**src/rtl/sample_dma_pkg.sv**
```systemverilog
package sample_dma_pkg;
  localparam logic [7:0] OFS_ADDR_HI  = 8'h30;
  localparam logic [7:0] OFS_ADDR_LO  = 8'h32;
  localparam logic [7:0] OFS_CTRL     = 8'h36;
  localparam logic [7:0] OFS_LEFT_HI  = 8'h38;
  localparam logic [7:0] OFS_LEFT_LO  = 8'h3A;

  typedef enum logic {ST_IDLE, ST_ACTIVE} dmaState_t;

  typedef struct packed {
    logic lenWe;
    logic startRun;
    logic advance;
  } dmaStrobe_t;
endpackage

```
**src/rtl/sample_dma_ctrl.sv**
```systemverilog
module sample_dma_ctrl
  import sample_dma_pkg::*;
(
  input  logic       clk,
  input  logic       rstN,
  input  logic       ctrlWe,
  input  logic       ctrlPlay,
  input  logic       ctrlLenZero,
  input  logic       lastBlock,
  input  logic       memAck,
  output dmaStrobe_t strobe,
  output logic       memReq,
  output logic       done,
  output logic       active
);
  dmaState_t state;
  logic stopPending;
  logic doneQ;
  logic handshake;
  logic isIdle;
  logic stopReq;

  always_comb begin
    isIdle          = (state == ST_IDLE);
    active          = (state == ST_ACTIVE);
    memReq          = active;
    handshake       = memReq && memAck;
    stopReq         = ctrlWe && !ctrlPlay && active;
    strobe.lenWe    = ctrlWe && isIdle;
    strobe.startRun = ctrlWe && ctrlPlay && isIdle;
    strobe.advance  = handshake;
    done            = doneQ;
  end

  always_ff @(posedge clk) begin
    if (!rstN) begin
      state       <= ST_IDLE;
      stopPending <= 1'b0;
      doneQ       <= 1'b0;
    end else begin
      doneQ <= 1'b0;
      case (state)
        ST_IDLE: begin
          stopPending <= 1'b0;
          if (strobe.startRun) begin
            if (ctrlLenZero) doneQ <= 1'b1;
            else             state <= ST_ACTIVE;
          end
        end
        default: begin
          if (stopReq) stopPending <= 1'b1;
          if (handshake) begin
            if (lastBlock) begin
              state <= ST_IDLE;
              doneQ <= 1'b1;
            end else if (stopPending || stopReq) begin
              state <= ST_IDLE;
            end
          end
        end
      endcase
    end
  end
endmodule

```
**src/rtl/sample_dma_path.sv**
```systemverilog
module sample_dma_path
  import sample_dma_pkg::*;
#(
  parameter int DATA_W      = 16,
  parameter int BLOCK_SHIFT = 5
) (
  input  logic                clk,
  input  logic                rstN,
  input  dmaStrobe_t          strobe,
  input  logic                wrAddrHi,
  input  logic                wrAddrLo,
  input  logic [DATA_W-1:0]   wrData,
  input  logic [7:0]          rdAddr,
  input  logic                active,
  output logic [DATA_W-1:0]   rdData,
  output logic [2*DATA_W-1:0] curAddr,
  output logic                lastBlock
);
  localparam int ADDR_W = 2 * DATA_W;
  localparam int LEN_W  = DATA_W - 1;
  localparam int CNT_W  = LEN_W + BLOCK_SHIFT;
  localparam logic [ADDR_W-1:0] BLK_A = ADDR_W'(1) << BLOCK_SHIFT;
  localparam logic [CNT_W-1:0]  BLK_C = CNT_W'(1) << BLOCK_SHIFT;

  logic [ADDR_W-1:0] startAddr;
  logic [LEN_W-1:0]  lenReg;
  logic [CNT_W-1:0]  bytesLeft;

  always_ff @(posedge clk) begin
    if (!rstN) begin
      startAddr <= '0;
      lenReg    <= '0;
      curAddr   <= '0;
      bytesLeft <= '0;
    end else begin
      if (wrAddrHi) startAddr[ADDR_W-1:DATA_W] <= wrData;
      if (wrAddrLo) startAddr[DATA_W-1:0]      <= wrData;
      if (strobe.lenWe) lenReg <= wrData[LEN_W-1:0];
      if (strobe.startRun) begin
        curAddr   <= startAddr;
        bytesLeft <= {wrData[LEN_W-1:0], {BLOCK_SHIFT{1'b0}}};
      end else if (strobe.advance) begin
        curAddr   <= curAddr + BLK_A;
        bytesLeft <= bytesLeft - BLK_C;
      end
    end
  end

  always_comb begin
    lastBlock = (bytesLeft == BLK_C);
    case (rdAddr)
      OFS_ADDR_HI: rdData = startAddr[ADDR_W-1:DATA_W];
      OFS_ADDR_LO: rdData = startAddr[DATA_W-1:0];
      OFS_CTRL:    rdData = {active, lenReg};
      OFS_LEFT_HI: rdData = DATA_W'(bytesLeft >> DATA_W);
      OFS_LEFT_LO: rdData = bytesLeft[DATA_W-1:0];
      default:     rdData = '0;
    endcase
  end
endmodule

```
**src/rtl/sample_stream_dma.sv**
```systemverilog
module sample_stream_dma
  import sample_dma_pkg::*;
#(
  parameter int DATA_W      = 16,
  parameter int BLOCK_SHIFT = 5
) (
  input  logic                clk,
  input  logic                rstN,
  input  logic                regWrEn,
  input  logic [7:0]          regAddr,
  input  logic [DATA_W-1:0]   regWrData,
  output logic [DATA_W-1:0]   regRdData,
  output logic                memReq,
  output logic [2*DATA_W-1:0] memAddr,
  input  logic                memAck,
  output logic                done
);
  localparam int LEN_W = DATA_W - 1;

  dmaStrobe_t strobe;
  logic active;
  logic lastBlock;
  logic ctrlWe;

  assign ctrlWe = regWrEn && (regAddr == OFS_CTRL);

  sample_dma_ctrl u_ctrl (
    .clk         (clk),
    .rstN        (rstN),
    .ctrlWe      (ctrlWe),
    .ctrlPlay    (regWrData[DATA_W-1]),
    .ctrlLenZero (regWrData[LEN_W-1:0] == '0),
    .lastBlock   (lastBlock),
    .memAck      (memAck),
    .strobe      (strobe),
    .memReq      (memReq),
    .done        (done),
    .active      (active)
  );

  sample_dma_path #(.DATA_W(DATA_W), .BLOCK_SHIFT(BLOCK_SHIFT)) u_path (
    .clk       (clk),
    .rstN      (rstN),
    .strobe    (strobe),
    .wrAddrHi  (regWrEn && (regAddr == OFS_ADDR_HI)),
    .wrAddrLo  (regWrEn && (regAddr == OFS_ADDR_LO)),
    .wrData    (regWrData),
    .rdAddr    (regAddr),
    .active    (active),
    .rdData    (regRdData),
    .curAddr   (memAddr),
    .lastBlock (lastBlock)
  );
endmodule

```
**config.mk**
```make
export PLATFORM = sky130hd
export DESIGN_NAME = sample_stream_dma
export DESIGN_NICKNAME = d
export VERILOG_FILES = /design/src/rtl/sample_dma_pkg.sv /design/src/rtl/sample_dma_ctrl.sv /design/src/rtl/sample_dma_path.sv /design/src/rtl/sample_stream_dma.sv
export SDC_FILE = /design/constraint.sdc
export NUM_CORES = 1
export LEC_CHECK = 0
export ABC_AREA = 1
export BUFFER_PORTS_ARGS = -buffer_cell sky130_fd_sc_hd__buf_2
export CAP_MARGIN = 20
export CORE_MARGIN = 2
export CORE_UTILIZATION = 35
export DETAILED_ROUTE_END_ITERATION = 10
export MAX_ROUTING_LAYER = met4
export PLACE_DENSITY = 0.61
export SLEW_MARGIN = 10
export SYNTH_ARGS = -nofsm -noshare
export SYNTH_HDL_FRONTEND = slang
export SYNTH_SLANG_ARGS = --single-unit
export TNS_END_PERCENT = 50
```
**constraint.sdc**
```tcl
create_clock -name clk -period 2.3 [get_ports clk]
set_clock_uncertainty 0.2 [all_clocks]
set_input_delay 0.23 -clock clk [delete_from_list [all_inputs] [get_ports clk]]
set_output_delay 0.23 -clock clk [all_outputs]
set_load 0.1 [all_outputs]
```
==> metrics.md, run 1 <==
| Metric | Value |
|---|---|
| Outcome | completed |
| Startpoint class of the critical path | primary input |
| Clock latency on the worst-skew pair | 0.36 ns |
| Number of instances in the synthesized netlist | 879 |
| Total nets after synthesis | 910 |
| GR Overflow Total | 0 |
| Maximum number of pins on one net before global-route repair | 50 |
| Final ANT Viol Nets | 0 |
| Maximum clock insertion buffer count | 2 |
| CP bufs+invs | 5 |
| Post-place instance area | 6472 µm² |
| Maximum frequency from static timing analysis | 478.4 MHz |
| Deepest level of the CTS H-tree | 3 |
| Buffer cell driving the clock tree root | sky130_fd_sc_hd__clkbuf_16 |
| Mean instance size in the synthesized netlist | 6.309 µm² |
| Num ports | 78 |
| Initial standard-cell utilization of the core | 35.42% |
| Number of gates resized after cts | 0 |
| Count of standard-cell rows | 46 |
| Area Overhead vs Synth | 23.24% |
| Leakage power of the design | 2.770 nW |
| Global-route wire length before repair | 29690 µm |
| Setup violation total in the final timing report | 0 |
| Final WL | 18750 µm |
| Design area | 6834 µm² |
| Count of input and output buffers | 77 |
| Number of vias per cell after detailed routing | 5.088 |
| RePlAce Congestion | 0.9321 |
| Final Cycle Share | 90.89% |
| Max-cap violation count | 0 |
| Synthesized cell area | 5545 µm² |
| Final-report max-slew violation count | 0 |
| Number of synthesized flops with an enable pin | 0 |
| Transition time at the pin with the least slew margin | 0.6731 ns |
| Async set-or-reset flop fraction in the synthesized netlist | 0% |
| RSZ-0062 raised after global routing | no |
| Number of iterations in the first detailed-routing pass | 5 |
| Clock-pin slew reported for the worst setup and hold paths after clock tree synthesis | 0.06 ns |
| Clock tree from TritonCTS | yes |
| Die Span Y | 129.9 µm |
| Total power | 0.003584 W |
| Fraction of post-synthesis cell area in the top cell type by area | 35.02% |
| Type of the most critical hold path | in -> reg |
| Initial antenna violation count | 0 |
| Largest cells by area after synthesis | sky130_fd_sc_hd__dfxtp_1 35%, sky130_fd_sc_hd__nand2_1 17%, sky130_fd_sc_hd__nand3_1 8.7%, sky130_fd_sc_hd__inv_1 7.0%, sky130_fd_sc_hd__nor2_1 6.6% |
| Largest incremental delay on the critical path | 0.23 ns |
| Kind of cell with the highest combined delay on the critical path | buffers and inverters |
| Ordered cell list for the critical path | buf_2, inv_1, nand2_1, nor2_2, nand2_1, inv_2, buf_12, nand2_1, o2111ai_1, buf_12 |
| Top-count cell post-synth | sky130_fd_sc_hd__nand2_1 |
| Overall Global Routing Usage | 23.60% |
| Worst endpoint required time | 1.87 ns |
| Worst path most repeated cell | sky130_fd_sc_hd__nand2_1 |
| Share of post-route cells with drive strength above 1 | 14.39% |
| Number of unique standard cell types used by synthesis | 37 |
| Vias after detailed routing | 5943 |
| Final hold slack | 0.01545 ns |
| Count of inserted antenna diode cells | 0 |
| DRC errors left | 0 |
| Commonest cells in the netlist | 246 x sky130_fd_sc_hd__nand2_1, 103 x sky130_fd_sc_hd__inv_1, 97 x sky130_fd_sc_hd__dfxtp_1, 97 x sky130_fd_sc_hd__nor2_1, 96 x sky130_fd_sc_hd__nand3_1 |
| Tmin final | 2.090 ns |
| Total core area | 15660 µm² |
| Violation count after the first detailed-routing iteration | 709 |
| Wire per inst | 16.05 µm |
| Post-synthesis register bit count | 97 |
| TritonCTS sink count | 97 |
| Sequential fraction of the synthesis area | 35.02% |
| Number of nets in the final layout | 980 |
| HPWL Detailed | 13730 µm |
| Final Hold Vio Count | 0 |
| Area leader, netlist | sky130_fd_sc_hd__dfxtp_1 |
| Die outline width | 129.9 µm |
| Areal power density over the cells | 524.5 nW/µm² |
| Maximum ir drop on the vdd rail | 395.3 µV |
| Type of the setup path with the least slack | in -> out |
| Category of the worst setup path capture point | primary output |
| Remaining max-slew budget at the tightest pin | 55.08% |
| Area enclosed by the die boundary | 16870 µm² |
| Cell with the largest stage delay on the worst path | sky130_fd_sc_hd__inv_2 |
| Synth Flop Type | sky130_fd_sc_hd__dfxtp_1 |
| Arr. time, crit path | 1.66 ns |
| Warnings from Yosys | 0 |
| Vias in the first global route | 5394 |
| Setup_tns | 0 ns |
| Total CTS buffers | 9 |
| Critical Path Fanout Max | 19 |
-- worst reg2reg max path: stages, from the launching register on --
cell                      delay [ns]
sky130_fd_sc_hd__dfxtp_1        0.39
sky130_fd_sc_hd__ha_1           0.25
sky130_fd_sc_hd__nand2_1        0.08
sky130_fd_sc_hd__nor2_2         0.24
sky130_fd_sc_hd__nand2_1        0.18
sky130_fd_sc_hd__nor2_1         0.19
sky130_fd_sc_hd__nand2_1        0.07
sky130_fd_sc_hd__nand3_1        0.09
sky130_fd_sc_hd__nand3_1        0.07
sky130_fd_sc_hd__nand2_1        0.06
sky130_fd_sc_hd__inv_1          0.04
-- routing by layer --
| layer | share of wire (%) | wire [µm] | global-route usage, % |
|---|---|---|---|
| met1 | 48 | 8908 | 32.39 |
| met2 | 43 | 8140 | 35.20 |
| met3 | 6.0 | 1123 | 3.977 |
| met4 | 3.1 | 578 | 8.033 |
| met5 | 0 | 0 | - |
-- path summary, 6_finish.rpt --
path / start / end / slack [ns] / cells after the start
max: regAddr[0] / regRdData[0] / 0.21 / 10
min reg2reg: u_ctrl.stopPending / u_ctrl.stopPending / 0.26 / 2
max reg2reg: u_path.curAddr[6] / u_path.curAddr[17] / 0.33 / 10
min: regWrData[7] / u_path.lenReg[7] / 0.02 / 3
-- logic make-up after synthesis --
| logic type | count (synthesis) | share of synthesized area (%) |
|---|---|---|
| buffers and inverters | 148 | 10.92 |
| adder cells (fa/ha/maj) | 3 | 0.6770 |
| AND/OR/NAND/NOR | 473 | 36.28 |
| AO/OA/AOI/OAI | 152 | 16.16 |
| flip-flops | 97 | 35.02 |
| XOR/XNOR | 6 | 0.9476 |
-- repair_timing --
action,in CTS,in global routing
buffers inserted,0,0
hold endpoints to repair,3,0
hold buffers,3,0
-- area by class of cell --
class | instances | area, µm²
fillers | 1707 | 8821
clock buffers | 9 | 225.2
well taps | 216 | 270.3
flip-flops and latches | 97 | 1942
inverters | 106 | 397.9
repair buffers | 101 | 888.4
clock inverters | 5 | 106.4
multi-input cells | 634 | 3004
-- state kept, by name, summed over array words and instances, names as in the netlist --
register	count
u_path.startAddr	32
u_path.lenReg	15
u_ctrl.active	1
u_ctrl.stopPending	1
u_ctrl.done	1
u_path.curAddr	32
u_path.bytesLeft	15
-- power by group --
part / total [W] / switching, W / internal [W]
Combinational: 0.000156 / 0.000109 / 0.0000471
Sequential: 0.00168 / 0.00000194 / 0.00168
Clock: 0.00175 / 0.000693 / 0.00105
Total: 0.00358 / 0.000803 / 0.00278
-- per-stage QoR --
stage | utilization, % | std cells | worst slack (ns)
after floorplan | - | 879 | -0.6016
after global placement | 41.34 | 1151 | 0.2428
after detailed placement | 41.34 | 1151 | 0.2123
after CTS | 43.65 | 1168 | 0.2111
after global routing | 43.65 | 1168 | 0.06351
final | 43.65 | 1168 | 0.2096
-- cell usage in the layout (no fill, tap or decap), types with 8 or more instances in the layout --
| master | instances |
|---|---|
| sky130_fd_sc_hd__dfxtp_1 | 97 |
| sky130_fd_sc_hd__nand3_1 | 96 |
| sky130_fd_sc_hd__inv_1 | 103 |
| sky130_fd_sc_hd__buf_2 | 61 |
| sky130_fd_sc_hd__buf_4 | 15 |
| sky130_fd_sc_hd__o2111ai_1 | 15 |
| sky130_fd_sc_hd__o21ai_0 | 44 |
| sky130_fd_sc_hd__nand2_1 | 246 |
| sky130_fd_sc_hd__a21oi_1 | 72 |
| sky130_fd_sc_hd__a31oi_1 | 8 |
| sky130_fd_sc_hd__buf_12 | 22 |
| sky130_fd_sc_hd__clkbuf_16 | 9 |
| sky130_fd_sc_hd__nor2_1 | 97 |
(Power assumes the default switching activity.)
==> run 2, diff against run 1 <==
--- a/constraint.sdc
+++ b/constraint.sdc
@@ -3,3 +3,3 @@
 set_input_delay 0.23 -clock clk [delete_from_list [all_inputs] [get_ports clk]]
 set_output_delay 0.23 -clock clk [all_outputs]
-set_load 0.1 [all_outputs]
+set_load 0.01 [all_outputs]
==> run 2 against run 1 <==
  * Global-route usage fell by 0.29 points
  * Design area down 4.2%
  * Critical path depth unchanged
  * Combinational power shrank 3%
  * Critical path type unchanged
==> metrics.md, run 2 (same netlist as run 1, synthesis figures left out) <==
| Metric | Value |
|---|---|
| Outcome | completed (unchanged) |
| GR Overflow Total | 0 (unchanged) |
| Max-cap violation count | 0 (unchanged) |
| RSZ-0062 raised after global routing | no (unchanged) |
| Number of nets in the final layout | 986 (was 980) |
| Number of gates resized after cts | 0 (unchanged) |
| Setup_tns | 0 ns (unchanged) |
| TritonCTS sink count | 97 (unchanged) |
| Clock latency on the worst-skew pair | 0.35 ns (was 0.36 ns) |
| Startpoint class of the critical path | primary input (unchanged) |
| Final ANT Viol Nets | 0 (unchanged) |
| Tmin final | 2.073 ns (was 2.090 ns) |
| Maximum number of pins on one net before global-route repair | 50 (unchanged) |
| Maximum clock insertion buffer count | 2 (unchanged) |
| Sink of the worst hold path | u_path.startAddr[7] (was u_path.lenReg[7]) |
| Cell depth of the worst min-delay path | 3 (unchanged) |
| Die Span Y | 129.9 µm (unchanged) |
| Total CTS buffers | 9 (unchanged) |
| Area Overhead vs Synth | 18.05% (was 23.24%) |
| Critical Path Fanout Max | 14 (was 19) |
| Min-delay src | regWrData[7] (unchanged) |
| Type of the most critical hold path | in -> reg (unchanged) |
| Vias in the first global route | 5265 (was 5394) |
| Setup violation total in the final timing report | 0 (unchanged) |
| RePlAce Congestion | 0.9501 (was 0.9321) |
| Leakage power of the design | 2.724 nW (was 2.770 nW) |
| Final Cycle Share | 90.14% (was 90.89%) |
| Initial standard-cell utilization of the core | 35.42% (unchanged) |
| Maximum ir drop on the vdd rail | 371.5 µV (was 395.3 µV) |
| Maximum frequency from static timing analysis | 482.4 MHz (was 478.4 MHz) |
| Largest regs | u_path.curAddr: 32 flops, u_path.startAddr: 32 flops (unchanged) |
| Wire per inst | 16.03 µm (was 16.05 µm) |
| R2r startpoint | u_path.curAddr[6] (unchanged) |
| Commonest non-fill, non-tap cell in the layout | sky130_fd_sc_hd__nand2_1 (unchanged) |
| Remaining max-slew budget at the tightest pin | 61.93% (was 55.08%) |
| Count of inserted antenna diode cells | 0 (unchanged) |
| Buffer cell driving the clock tree root | sky130_fd_sc_hd__clkbuf_16 (unchanged) |
| Cell count after placement | 1157 (was 1151) |
| Worst endpoint required time | 1.87 ns (about the same) |
| Num ports | 78 (unchanged) |
| Number of iterations in the first detailed-routing pass | 5 (unchanged) |
| Final Hold Vio Count | 0 (unchanged) |
| Total core area | 15660 µm² (unchanged) |
| Clock-pin slew reported for the worst setup and hold paths after clock tree synthesis | 0.07 ns (was 0.06 ns) |
| Share of post-route cells with drive strength above 1 | 14.90% (was 14.39%) |
| DRC errors left | 0 (unchanged) |
| Internal reg-to-reg setup slack | 0.29 ns (was 0.33 ns) |
| Count of standard-cell rows | 46 (unchanged) |
| Number of vias per cell after detailed routing | 5.128 (was 5.088) |
| Final Non-Filler Cells | 1176 (was 1168) |
| Leading cell types in the layout, fill and taps excluded | 246 x sky130_fd_sc_hd__nand2_1, 103 x sky130_fd_sc_hd__inv_1, 97 x sky130_fd_sc_hd__nor2_1, 97 x sky130_fd_sc_hd__dfxtp_1, 96 x sky130_fd_sc_hd__nand3_1 (unchanged) |
| Overall Global Routing Usage | 23.31% (was 23.60%) |
| Global-route wire length before repair | 29500 µm (was 29690 µm) |
| Die outline width | 129.9 µm (unchanged) |
| Violation count after the first detailed-routing iteration | 636 (was 709) |
| Deepest level of the CTS H-tree | 3 (unchanged) |
| Category of the worst setup path capture point | primary output (unchanged) |
| Vias after detailed routing | 6031 (was 5943) |
| Final-report max-slew violation count | 0 (unchanged) |
| Type of the setup path with the least slack | in -> out (unchanged) |
| Clock tree from TritonCTS | yes (unchanged) |
| Transition time at the pin with the least slew margin | 0.5704 ns (was 0.6731 ns) |
| Critical R2R Capture | u_path.curAddr[21] (was u_path.curAddr[17]) |
| Count of input and output buffers | 77 (unchanged) |
| Initial antenna violation count | 0 (unchanged) |
| Areal power density over the cells | 504.2 nW/µm² (was 524.5 nW/µm²) |
| Area enclosed by the die boundary | 16870 µm² (unchanged) |
| R2R depth | 10 (unchanged) |
| Arr. time, crit path | 1.64 ns (was 1.66 ns) |
| HPWL Detailed | 14010 µm (was 13730 µm) |
| Final WL | 18850 µm (was 18750 µm) |
==> run 2: changes by cell type in the layout (fill, tap and decap cells not counted), moves of 2 or more <==
| cell | delta |
|---|---|
| sky130_fd_sc_hd__buf_12 | -19 |
| sky130_fd_sc_hd__buf_2 | +16 |
| sky130_fd_sc_hd__buf_4 | +9 |
| sky130_fd_sc_hd__bufinv_16 | -3 |
| sky130_fd_sc_hd__clkinv_4 | +2 |
==> run 2: worst max-delay path by stage <==
stage / from / cells after the start / slack [ns] / to
CTS: regAddr[0] / 10 / 0.24 / regRdData[0]
global placement: regAddr[6] / 8 / 0.25 / regRdData[0]
detailed placement: regAddr[0] / 10 / 0.25 / regRdData[0]
global route: u_path.curAddr[6] / 10 / 0.08 / u_path.curAddr[21]
finish: regAddr[0] / 10 / 0.23 / regRdData[0]
floorplan: u_path.curAddr[5] / 10 / 0.50 / u_path.curAddr[21]
==> run 2: layout make-up <==
cell class	instances	area (µm²)
Fill cell	1742	9109
Multi-Input combinational cell	634	2998
Sequential cell	97	1942
Timing Repair Buffer	107	655.6
Inverter	106	397.9
Tap cell	216	270.3
Clock buffer	11	242.7
Clock inverter	5	40.04
==> run 2: timing repair <==
item / in CTS / in global routing
setup buffers: 0 / 0
hold buffers: 3 / 0
endpoints found under the hold margin: 4 / 0
==> run 2: metal layers <==
layer / part of all wire [%] / routed length, µm / track usage [%] / vias to the layer above
met5: 0 / 0 / - / -
met4: 1.9 / 350 / 6.388 / 0
met3: 6.3 / 1185 / 3.731 / 21
met2: 45 / 8495 / 34.77 / 233
met1: 47 / 8822 / 32.71 / 2781
li1: - / - / - / 2996
==> run 2: critical path, stage by stage <==
cell and delay [ns]:
sky130_fd_sc_hd__buf_2 0.11, sky130_fd_sc_hd__inv_1 0.05, sky130_fd_sc_hd__nand2_1 0.10, sky130_fd_sc_hd__nor2_2 0.19
sky130_fd_sc_hd__nand2_1 0.14, sky130_fd_sc_hd__inv_2 0.27, sky130_fd_sc_hd__buf_12 0.17, sky130_fd_sc_hd__nand2_1 0.06
sky130_fd_sc_hd__o2111ai_1 0.14, sky130_fd_sc_hd__buf_2 0.18
==> run 2: power by group <==
group | internal [W] | switching [W] | leakage, nW | total (W)
Sequential | 0.00168 | 0.00000178 | 0.781 | 0.00168
Clock | 0.000772 | 0.000695 | 0.140 | 0.00147
Combinational | 0.0000439 | 0.000108 | 1.80 | 0.000152
==> run 2: per-stage QoR <==
| stage | setup slack [ns] | hold slack (ns) | area [µm²] | power [W] | utilization, % |
|---|---|---|---|---|---|
| finish | 0.2269 | 0.02277 | 6546 | 0.003301 | 41.82 |
| global route | 0.07726 | 0.01428 | 6546 | 0.003393 | 41.82 |
| CTS | 0.2444 | 0.009514 | 6546 | 0.003314 | 41.82 |
| detailed placement | 0.2530 | 0.2524 | 6233 | 0.001867 | 39.82 |
| global placement | 0.2479 | 0.2469 | 6233 | 0.001868 | 39.82 |
| floorplan | 0.5042 | 0.1944 | 5545 | 0.001786 | - |
==> run 3, diff against run 2 <==
Settings changed: CORE_ASPECT_RATIO set to 0.5.
==> run 3 against run 2 <==
  * Clock power is 7% higher
  * Setup slack better by 0.048 ns
  * Global-route usage is 0.47 points higher
  * First-iteration DRC count is 9.0% lower
  * Sequential share of layout area is 0.11 points higher
  * Flip-flop and latch count stayed put
  * Via count is 0.78% lower
  * Hold slack worse by 0.012 ns
  * Final cell count is 1.2% lower
  * Register-to-register slack hardly changed
  * Routed wire length is 1.6% higher
  * Critical path type unchanged
  * Critical endpoint is now regRdData[5]
==> metrics.md, run 3 (same netlist as run 1, synthesis figures left out) <==
| Metric | Value |
|---|---|
| Global-route wire length before repair | 30230 µm (was 29500 µm) |
| Max-cap violation count | 0 (unchanged) |
| Sequential group share of total power | 49.4% (was 51.0%) |
| Smallest setup slack after layout | 0.2746 ns (was 0.2269 ns) |
| Largest regs | u_path.curAddr: 32 flops, u_path.startAddr: 32 flops (unchanged) |
| Worst endpoint required time | 1.87 ns (about the same) |
| Maximum ir drop on the vdd rail | 334.9 µV (was 371.5 µV) |
| Post-CTS Repair Setup Buffers | 0 (unchanged) |
| Count of standard-cell rows | 32 (was 46) |
| Pre-CTS WS | 0.2976 ns (was 0.2530 ns) |
| Final Hold Vio Count | 0 (unchanged) |
| Areal power density over the cells | 522.3 nW/µm² (was 504.2 nW/µm²) |
| Net Switching | 0.0008231 W (was 0.0008045 W) |
| Die outline width | 182.0 µm (was 129.9 µm) |
| Deepest level of the CTS H-tree | 3 (unchanged) |
| Count of inserted antenna diode cells | 0 (unchanged) |
| Final WL | 19160 µm (was 18850 µm) |
| Total CTS buffers | 9 (unchanged) |
| Remaining max-slew budget at the tightest pin | 64.66% (was 61.93%) |
| Clock latency on the worst-skew pair | 0.35 ns (about the same) |
| Transition time at the pin with the least slew margin | 0.5281 ns (was 0.5704 ns) |
| Num ports | 78 (unchanged) |
| Clock tree from TritonCTS | yes (unchanged) |
| Arr. time, crit path | 1.60 ns (was 1.64 ns) |
| Leading cell types in the layout, fill and taps excluded | 246 x sky130_fd_sc_hd__nand2_1, 103 x sky130_fd_sc_hd__inv_1, 97 x sky130_fd_sc_hd__nor2_1, 97 x sky130_fd_sc_hd__dfxtp_1, 96 x sky130_fd_sc_hd__nand3_1 (unchanged) |
| Final ANT Viol Nets | 0 (unchanged) |
| Switching share of total power | 24.16% (was 24.37%) |
| Number of gates resized after cts | 0 (unchanged) |
| Final Cycle Share | 88.06% (was 90.14%) |
| DRC errors left | 0 (unchanged) |
| HPWL Detailed | 14090 µm (was 14010 µm) |
| Vias after detailed routing | 5984 (was 6031) |
| Outcome | completed (unchanged) |
| Die Span Y | 93.01 µm (was 129.9 µm) |
| Total core area | 15450 µm² (was 15660 µm²) |
| Number of nets in the final layout | 984 (was 986) |
| Number of vias per cell after detailed routing | 5.150 (was 5.128) |
| Maximum frequency from static timing analysis | 493.7 MHz (was 482.4 MHz) |
| Post-layout util | 42.20% (was 41.82%) |
| Type of the setup path with the least slack | in -> out (unchanged) |
| Vias in the first global route | 5442 (was 5265) |
| Violation count after the first detailed-routing iteration | 579 (was 636) |
| Number of iterations in the first detailed-routing pass | 5 (unchanged) |
| Category of the worst setup path capture point | primary output (unchanged) |
| Power share of the combinational group | 4.4% (was 4.6%) |
| GR Overflow Total | 0 (unchanged) |
| Count of input and output buffers | 77 (unchanged) |
| Type of the most critical hold path | in -> reg (unchanged) |
| Commonest non-fill, non-tap cell in the layout | sky130_fd_sc_hd__nand2_1 (unchanged) |
| Final-report max-slew violation count | 0 (unchanged) |
| RSZ-0062 raised after global routing | no (unchanged) |
| Buffer cell driving the clock tree root | sky130_fd_sc_hd__clkbuf_16 (unchanged) |
| Internal power | 0.002583 W (was 0.002496 W) |
| Critical Path Fanout Max | 19 (was 14) |
| Area enclosed by the die boundary | 16930 µm² (was 16870 µm²) |
| Overall Global Routing Usage | 23.79% (was 23.31%) |
| Clock-pin slew reported for the worst setup and hold paths after clock tree synthesis | 0.07 ns (about the same) |
| Area Overhead vs Synth | 17.62% (was 18.05%) |
| Wire per inst | 16.49 µm (was 16.03 µm) |
| Part of the total power dissipated in the clock network | 46.2% (was 44.4%) |
| Initial standard-cell utilization of the core | 35.88% (was 35.42%) |
| Setup_tns | 0 ns (unchanged) |
| Initial antenna violation count | 0 (unchanged) |
| Startpoint class of the critical path | primary input (unchanged) |
| Tmin final | 2.025 ns (was 2.073 ns) |
| RePlAce Congestion | 0.9316 (was 0.9501) |
| Leakage power of the design | 2.714 nW (was 2.724 nW) |
| TritonCTS sink count | 97 (unchanged) |
| Filler instances | 1683 (was 1742) |
| Setup violation total in the final timing report | 0 (unchanged) |
| Share of post-route cells with drive strength above 1 | 14.72% (was 14.90%) |
| Maximum number of pins on one net before global-route repair | 50 (unchanged) |
| Maximum clock insertion buffer count | 2 (unchanged) |
## run 3: path summary, 6_finish.rpt
path	startpoint	end	slack (ns)	cells past startpoint
worst max-delay path	regAddr[0]	regRdData[5]	0.27	10
worst min-delay path	regWrData[4]	u_path.bytesLeft[9]	0.01	3
worst max register to register	u_ctrl.active	u_path.curAddr[8]	0.30	8
worst min register to register	u_path.lenReg[11]	u_path.lenReg[11]	0.26	2
## run 3: power by group through the flow
stage                logic, W  registers, W  clock network, W
floorplan           0.0000656       0.00172                 0
global placement     0.000143       0.00172                 0
detailed placement   0.000143       0.00172                 0
CTS                  0.000147       0.00168           0.00161
global route         0.000160       0.00168           0.00166
finish               0.000149       0.00168           0.00158
## run 3: layout make-up
class | instances | area (µm²) | share of cell area, %
Sequential cell | 97 | 1942 | 29.77
Timing Repair Buffer | 105 | 628.1 | 9.630
Inverter | 106 | 397.9 | 6.100
Clock buffer | 10 | 229.0 | 3.510
Multi-Input combinational cell | 634 | 2998 | 45.96
Tap cell | 204 | 255.2 | 3.913
Clock inverter | 6 | 72.57 | 1.113
## run 3: metal layers
metal	up-vias	GRT usage [%]	wire, µm	share of wire [%]
li1	2994	-	-	-
met1	2744	33.73	9461	49
met2	226	35.37	8005	42
met3	20	4.595	1490	7.8
met4	0	4.570	200	1.0
met5	-	-	0	0
## run 3: what timing repair did
action                                  in CTS  in global routing
endpoints found under the setup margin       0                  0
hold endpoints to repair                     3                  0
hold buffers                                 3                  0
## run 3: stage by stage
stage,instances,total power [W],hold slack [ns],cell area (µm²)
after global placement,1143,0.001864,0.2469,6191
after floorplan,879,0.001786,0.1944,5545
final,1162,0.003407,0.01058,6523
after global routing,1162,0.003505,0.03045,6523
after detailed placement,1143,0.001864,0.2530,6191
after CTS,1162,0.003435,0.002411,6523
## run 3: critical path: stages
cell	delay, ns
sky130_fd_sc_hd__buf_2	0.11
sky130_fd_sc_hd__inv_1	0.04
sky130_fd_sc_hd__nand2_1	0.09
sky130_fd_sc_hd__nor2_2	0.19
sky130_fd_sc_hd__nand2_1	0.14
sky130_fd_sc_hd__inv_2	0.10
sky130_fd_sc_hd__buf_4	0.23
sky130_fd_sc_hd__nand2_1	0.11
sky130_fd_sc_hd__o2111ai_1	0.16
sky130_fd_sc_hd__buf_2	0.18
